--- src/rtl/err_log_pkg.sv ---
package err_log_pkg;
  localparam int WORD_W = 64;
  localparam int ERR_N  = 11;
  localparam int TYPE_W = 4;
  localparam int CMD_W  = 7;
  localparam int SUP_W  = 11;
  localparam int SRC_W  = 11;
  localparam int ADR_W  = 38;
  localparam int RA_W   = 3;

  // header word field positions
  localparam int POS_SUP  = 8;
  localparam int POS_SRC  = 20;
  localparam int POS_TYPE = 32;
  localparam int POS_OVR  = 40;
  localparam int POS_VLD  = 44;

  localparam logic [TYPE_W-1:0] T_GCLK     = 4'd10;
  localparam logic [TYPE_W-1:0] T_DATA_MIN = 4'd4;

  typedef enum logic [RA_W-1:0] {
    RA_VEC = 3'd0,
    RA_CLR = 3'd1,
    RA_HDR = 3'd2,
    RA_ADR = 3'd3,
    RA_DAT = 3'd4
  } reg_sel_e;
endpackage

--- src/rtl/err_vec_reg.sv ---
module err_vec_reg #(
  parameter int N = err_log_pkg::ERR_N
) (
  input  logic         clk,
  input  logic         rst,
  input  logic [N-1:0] hw_set,
  input  logic [N-1:0] sw_set,
  input  logic [N-1:0] sw_clr,
  output logic [N-1:0] vec,
  output logic         irq
);
  logic [N-1:0] vec_q, vec_d;
  logic         irq_q;

  // contents are deliberately not reset; set sources win over clear
  always_comb begin
    vec_d = vec_q;
    if (!rst) vec_d = (vec_q & ~sw_clr) | sw_set | hw_set;
  end

  always_ff @(posedge clk) begin
    vec_q <= vec_d;
    irq_q <= |vec_d;
  end

  assign vec = vec_q;
  assign irq = irq_q;

  AST_SET_BEATS_CLEAR: assert property (@(posedge clk) disable iff (rst)
    ((hw_set & sw_clr) != '0) |=> ((vec_q & $past(hw_set & sw_clr)) == $past(hw_set & sw_clr)));

  AST_NO_SILENT_DROP: assert property (@(posedge clk) disable iff (rst)
    ((~vec_q & $past(vec_q) & ~$past(sw_clr)) == '0));
endmodule

--- src/rtl/err_capture.sv ---
module err_capture
  import err_log_pkg::*;
#(
  parameter int W    = WORD_W,
  parameter int N    = ERR_N,
  parameter int TW   = TYPE_W,
  parameter int CW   = CMD_W,
  parameter int SW   = SUP_W,
  parameter int RW   = SRC_W,
  parameter int AW   = ADR_W
) (
  input  logic          clk,
  input  logic          rst,
  input  logic          evt_vld,
  input  logic [TW-1:0] evt_type,
  input  logic [CW-1:0] evt_cmd,
  input  logic [SW-1:0] evt_sup,
  input  logic [RW-1:0] evt_src,
  input  logic [AW-1:0] evt_adr,
  input  logic [W-1:0]  evt_flit2,
  input  logic [W-1:0]  evt_flit3,
  input  logic          evt_vpkt,
  input  logic          hdr_we,
  input  logic          adr_we,
  input  logic          dat_we,
  input  logic [W-1:0]  wdata,
  output logic [W-1:0]  hdr_word,
  output logic [W-1:0]  adr_word,
  output logic [W-1:0]  dat_word
);
  localparam int APAD = W - AW;

  logic [CW-1:0] cmd_q;
  logic [SW-1:0] sup_q;
  logic [RW-1:0] src_q;
  logic [TW-1:0] typ_q;
  logic          ovr_q, vld_q;
  logic [AW-1:0] adr_q;
  logic [W-1:0]  dat_q;

  logic takes, first;
  assign takes = evt_vld && (evt_type < TW'(N)) && (evt_type != T_GCLK);
  assign first = takes && !vld_q;

  always_ff @(posedge clk) begin
    if (rst) begin
      cmd_q <= '0; sup_q <= '0; src_q <= '0; typ_q <= '0;
      ovr_q <= 1'b0; vld_q <= 1'b0;
    end else if (hdr_we) begin
      cmd_q <= wdata[CW-1:0];
      sup_q <= wdata[POS_SUP +: SW];
      src_q <= wdata[POS_SRC +: RW];
      typ_q <= wdata[POS_TYPE +: TW];
      ovr_q <= wdata[POS_OVR];
      vld_q <= wdata[POS_VLD];
    end else if (takes) begin
      if (!vld_q) begin
        cmd_q <= evt_cmd; sup_q <= evt_sup; src_q <= evt_src; typ_q <= evt_type;
        vld_q <= 1'b1;
        ovr_q <= 1'b0;
      end else begin
        ovr_q <= 1'b1;
      end
    end
  end

  always_ff @(posedge clk) begin
    if (rst)         adr_q <= '0;
    else if (adr_we) adr_q <= wdata[AW-1:0];
    else if (first)  adr_q <= evt_adr;
  end

  always_ff @(posedge clk) begin
    if (rst)         dat_q <= '0;
    else if (dat_we) dat_q <= wdata;
    else if (first && (evt_type >= T_DATA_MIN)) dat_q <= evt_vpkt ? evt_flit3 : evt_flit2;
  end

  always_comb begin
    hdr_word = '0;
    hdr_word[CW-1:0]          = cmd_q;
    hdr_word[POS_SUP +: SW]   = sup_q;
    hdr_word[POS_SRC +: RW]   = src_q;
    hdr_word[POS_TYPE +: TW]  = typ_q;
    hdr_word[POS_OVR]         = ovr_q;
    hdr_word[POS_VLD]         = vld_q;
  end

  assign adr_word = {{APAD{1'b0}}, adr_q};
  assign dat_word = dat_q;

  AST_VALID_ON_FIRST: assert property (@(posedge clk) disable iff (rst)
    (takes && !hdr_we) |=> vld_q);

  AST_OVR_ON_REPEAT: assert property (@(posedge clk) disable iff (rst)
    (takes && vld_q && !hdr_we) |=> ovr_q);

  AST_FIELDS_FROZEN: assert property (@(posedge clk) disable iff (rst)
    (vld_q && !hdr_we) |=> ($stable(cmd_q) && $stable(sup_q) && $stable(src_q) && $stable(typ_q)));

  AST_GCLK_NO_CAPTURE: assert property (@(posedge clk) disable iff (rst)
    (evt_vld && evt_type == T_GCLK && !hdr_we && !adr_we && !dat_we)
      |=> ($stable(hdr_word) && $stable(adr_q) && $stable(dat_q)));
endmodule

--- src/rtl/err_log_unit.sv ---
module err_log_unit
  import err_log_pkg::*;
#(
  parameter int W  = WORD_W,
  parameter int N  = ERR_N,
  parameter int TW = TYPE_W,
  parameter int CW = CMD_W,
  parameter int SW = SUP_W,
  parameter int RW = SRC_W,
  parameter int AW = ADR_W,
  parameter int SA = RA_W
) (
  input  logic          clk,
  input  logic          rst,
  input  logic          evt_vld,
  input  logic [TW-1:0] evt_type,
  input  logic [CW-1:0] evt_cmd,
  input  logic [SW-1:0] evt_sup,
  input  logic [RW-1:0] evt_src,
  input  logic [AW-1:0] evt_adr,
  input  logic [W-1:0]  evt_flit2,
  input  logic [W-1:0]  evt_flit3,
  input  logic          evt_vpkt,
  input  logic          reg_we,
  input  logic [SA-1:0] reg_addr,
  input  logic [W-1:0]  reg_wdata,
  output logic [W-1:0]  reg_rdata,
  output logic          irq
);
  localparam int VPAD = W - N;

  logic [N-1:0] hw_set, sw_set, sw_clr, vec;
  logic [W-1:0] hdr_word, adr_word, dat_word;
  logic [W-1:0] rdata_q;

  // one vector bit per legal type code
  assign hw_set = (evt_vld && (evt_type < TW'(N))) ? ({{(N-1){1'b0}}, 1'b1} << evt_type) : '0;
  assign sw_set = (reg_we && reg_addr == RA_VEC) ? reg_wdata[N-1:0] : '0;
  assign sw_clr = (reg_we && reg_addr == RA_CLR) ? reg_wdata[N-1:0] : '0;

  err_vec_reg #(.N(N)) u_vec (
    .clk(clk), .rst(rst),
    .hw_set(hw_set), .sw_set(sw_set), .sw_clr(sw_clr),
    .vec(vec), .irq(irq)
  );

  err_capture #(.W(W), .N(N), .TW(TW), .CW(CW), .SW(SW), .RW(RW), .AW(AW)) u_cap (
    .clk(clk), .rst(rst),
    .evt_vld(evt_vld), .evt_type(evt_type),
    .evt_cmd(evt_cmd), .evt_sup(evt_sup), .evt_src(evt_src), .evt_adr(evt_adr),
    .evt_flit2(evt_flit2), .evt_flit3(evt_flit3), .evt_vpkt(evt_vpkt),
    .hdr_we(reg_we && reg_addr == RA_HDR),
    .adr_we(reg_we && reg_addr == RA_ADR),
    .dat_we(reg_we && reg_addr == RA_DAT),
    .wdata(reg_wdata),
    .hdr_word(hdr_word), .adr_word(adr_word), .dat_word(dat_word)
  );

  always_ff @(posedge clk) begin
    if (rst) rdata_q <= '0;
    else begin
      case (reg_addr)
        RA_VEC:  rdata_q <= {{VPAD{1'b0}}, vec};
        RA_HDR:  rdata_q <= hdr_word;
        RA_ADR:  rdata_q <= adr_word;
        RA_DAT:  rdata_q <= dat_word;
        default: rdata_q <= '0;
      endcase
    end
  end

  assign reg_rdata = rdata_q;

  AST_EVENT_RAISES_IRQ: assert property (@(posedge clk) disable iff (rst)
    (evt_vld && (evt_type < TW'(N))) |=> irq);

  AST_IRQ_NEEDS_BIT: assert property (@(posedge clk) disable iff (rst)
    irq |-> (vec != '0));
endmodule

--- config.mk ---
export PLATFORM = sky130hd
export DESIGN_NAME = err_log_unit
export DESIGN_NICKNAME = d
export VERILOG_FILES = /design/src/rtl/err_log_pkg.sv /design/src/rtl/err_vec_reg.sv /design/src/rtl/err_capture.sv /design/src/rtl/err_log_unit.sv
export SDC_FILE = /design/constraint.sdc
export NUM_CORES = 1
export LEC_CHECK = 0
export ABC_AREA = 1
export ABC_CLOCK_PERIOD_IN_PS = 2100
export BUFFER_PORTS_ARGS = -buffer_cell sky130_fd_sc_hd__buf_2
export CORE_ASPECT_RATIO = 1.4
export CORE_UTILIZATION = 35
export CTS_CLUSTER_DIAMETER = 100
export DETAILED_ROUTE_END_ITERATION = 8
export PLACE_DENSITY_LB_ADDON = 0.1
export SETUP_SLACK_MARGIN = 0.5
export SLEW_MARGIN = 0
export SYNTH_ARGS = -nofsm -noshare
export SYNTH_HDL_FRONTEND = slang
export SYNTH_SLANG_ARGS = --single-unit
--- constraint.sdc ---
create_clock -name clk -period 2.1 [get_ports clk]
set_input_delay 0 -clock clk [delete_from_list [all_inputs] [get_ports clk]]
set_output_delay 0 -clock clk [all_outputs]
set_load 0.1 [all_outputs]
==> metrics.cfg <==
[outcome]
status=completed

[die]
dieArea_mm2=0.0311
core-area_mm2=0.0299
rows=75
die_w_um=149
ios=336
die_h_um=208
initial_utilization_pct=35.5

[detailed_routing]
drc=0
drtIter0Drc=582
wire_per_inst_um=15.0
drt_pass1_iterations=5
vias_per_cell=4.85
vias=12500
ant_nets=0
routed_wl_um=38800

[global_routing]
grt_pass1_vias=12200
grt-ovfl-total=0
antenna_found_initial=4
grt_pass1_wl_um=61000
grt_usage_pct=24.5
grt_max_degree=95

[final_layout]
drive_gt1_share_pct=18.8
area_growth_pct=53.4
nets=2451

[worst_setup_path]
path_class=in -> reg
cp.required_ns=2.50
cp-start-kind=primary input
cp.arrival_ns=1.91
cp_max_fo=56
critPathCaptureType=flip-flop

[sta]
whs_ns=0.00791
setup_tns_ns=0
setup_violations=0
fin_skew_ns=0.0127
min_period_ns=1.51
maxSlewViolCount=0
rsz0062_at_grt=false
fmax_mhz=661
relSlewSlack_pct=30.5
tightest_slew_ns=1.04
period_share_pct=72.0
hold_viol_final=0

[job]
drv_cap=0

[clocking]
cts_tree=done
cts_made_buffers=23
htreeDepth=1
clk_pin_slew_ns=0.06
cts_buffer_depth=3
clkSinkCount=213
worstSkewPairLatency_ns=0.51
root_buffer=clkbuf_16

[logic_synthesis]
synth-seq-area-share_pct=40.1
yosys_warnings=0
postSynthCellCount=1616
synth_seq_cells=213
syn_area_per_cell_um2=6.57
synth_nets=1887
syn_area_mm2=0.0106
ys_types=28

[min_path]
hold_path.class=in -> reg

[pwr]
power_frac_clock_pct=35.1
powerDensity_mw_per_mm2=666
power_frac_seq_pct=41.8
power_switching_mw=3.13
peakVddDrop_mv=0.372
p_leak_nw=7.92
p_int_mw=7.72
netSwitchingFraction_pct=28.8
p_comb_share_pct=23.1

[place]
hpwl_um=23600
port_buffers=335
gp_congestion=0.784

## cells by family after synthesis
family	Yosys count	share of synthesized area, %
AO/OA/AOI/OAI	373	19.9
buffers and inverters	287	11.2
flip-flops	213	40.1
AND/OR/NAND/NOR	743	28.8
## per-layer routing
metal | routed length, µm | vias to the layer above | track usage [%]
met3 | 2260 | 59 | 4.06
met4 | 890 | 6 | 6.54
met5 | 40 | - | 0
met1 | 16200 | 5692 | 29.1
met2 | 19300 | 387 | 44.8
li1 | - | 6348 | -
## cells in the final DEF, fill, tap and decap left out, types with 3 or more instances in the layout
master         Yosys  final
buf_4              8     20
inv_1            158    157
o21ai_0          174    174
o21ai_1           25     25
a22oi_1            3      3
nand2_1          352    349
buf_2             50    332
dfxtp_1          213    213
o211ai_1          65     65
a31oi_1           18     18
a21oi_1           74     74
nand3b_1          27     27
a221oi_1          12     12
nand3_1           79     79
nor2_2             1      3
buf_12             0      9
nor3_1            24     24
nor2_4             2      3
clkbuf_1          61      7
nand4_1            4      4
dlygate4sd3_1      0    298
nand2_4            1      3
nor2_1           250    247
clkbuf_16          0     23
clkinv_2           0      4
nand2_2            3      3
## metrics by stage
stage | std cells | cell area (µm²) | power [mW] | utilization (%) | setup WS [ns]
3_3_place_gp | 2239 | 12600 | 6.54 | 41.9 | 0.506
5_1_grt | 2577 | 16300 | 11.4 | 54.4 | 0.501
3_5_place_dp | 2239 | 12600 | 6.56 | 41.9 | 0.435
2_1_floorplan | 1616 | 10600 | 5.89 | - | 0.918
4_1_cts | 2577 | 16300 | 10.9 | 54.3 | 0.500
6_report | 2578 | 16300 | 10.9 | 54.5 | 0.588
## critical path: stages
cell and delay (ns):
dlygate4sd3_1 0.55, buf_4 0.16, nand2_1 0.08, nand2_1 0.06
a21oi_2 0.19, nand2_1 0.12, nor2_2 0.13, nand2_4 0.09
buf_12 0.18, a21oi_1 0.21, nor2_1 0.06
## flip-flops by register name, summed over array words and instances, names as in the netlist
| signal | flops |
|---|---|
| u_cap.adr_q | 38 |
| u_cap.ovr_q | 1 |
| reg_rdata | 64 |
| u_cap.cmd_q | 7 |
| u_cap.typ_q | 4 |
| u_vec.irq | 1 |
| u_cap.vld_q | 1 |
| u_cap.src_q | 11 |
| u_cap.dat_word | 64 |
| u_vec.vec | 11 |
| u_cap.sup_q | 11 |
## power groups by stage
stage / combinational [mW] / sequential (mW) / clock [mW]
floorplan: 1.08 / 4.81 / 0
CTS: 2.48 / 4.54 / 3.90
detailed placement: 1.93 / 4.62 / 0
finish: 2.50 / 4.54 / 3.81
global placement: 1.92 / 4.62 / 0
global route: 2.77 / 4.57 / 4.05
## worst paths after layout
kind                                    from                              end  slack (ns)  depth (start not counted)
max reg2reg         u_cap.vld_q$_SDFFE_PP0P_     u_cap.adr_q[35]$_SDFFE_PP0P_        0.72                          5
min                            evt_flit2[35]  u_cap.dat_word[35]$_SDFFE_PP0P_       0.008                          5
min reg2reg  u_cap.dat_word[57]$_SDFFE_PP0P_         reg_rdata[57]$_SDFF_PP0_        0.44                          2
max                              evt_type[0]  u_cap.dat_word[25]$_SDFFE_PP0P_        0.59                         11
## cells in the mapped netlist
cell type / number / area [µm²]
inv_1: 158 / 593
nand2_4: 1 / 11.3
nor2_1: 250 / 938
buf_6: 2 / 22.5
buf_2: 50 / 250
clkbuf_1: 61 / 229
a221oi_1: 12 / 105
a22oi_1: 3 / 22.5
o21ai_0: 174 / 871
inv_2: 3 / 11.3
a21oi_1: 74 / 370
a21oi_2: 1 / 8.76
nor3_1: 24 / 120
nand3_1: 79 / 395
nand3b_1: 27 / 203
nor2_4: 2 / 22.5
nor2_2: 1 / 6.26
buf_4: 8 / 60.1
nand2_2: 3 / 18.8
o21ai_1: 25 / 125
nand4_1: 4 / 25.0
nand2_1: 352 / 1320
a31oi_1: 18 / 113
buf_1: 4 / 15.0
o221ai_1: 1 / 8.76
inv_4: 1 / 6.26
dfxtp_1: 213 / 4260
o211ai_1: 65 / 488
## layout make-up
| cell class | count | area [µm²] |
|---|---|---|
| diodes | 1 | 2.50 |
| clock buffers | 32 | 629 |
| clock inverters | 5 | 50.0 |
| fillers | 3001 | 13600 |
| inverters | 162 | 618 |
| multi-input cells | 1116 | 5220 |
| flip-flops and latches | 213 | 4260 |
| well taps | 385 | 482 |
| repair buffers | 664 | 5040 |
## repair_timing
action | CTS | global route
setup buffers | 0 | 1
gates cloned | 0 | 0
hold endpoints to repair | 166 | 0
endpoints found under the setup margin | 1 | 93
hold buffers | 301 | 0
gates resized for setup | 1 | 15
(Power assumes the default switching activity.)
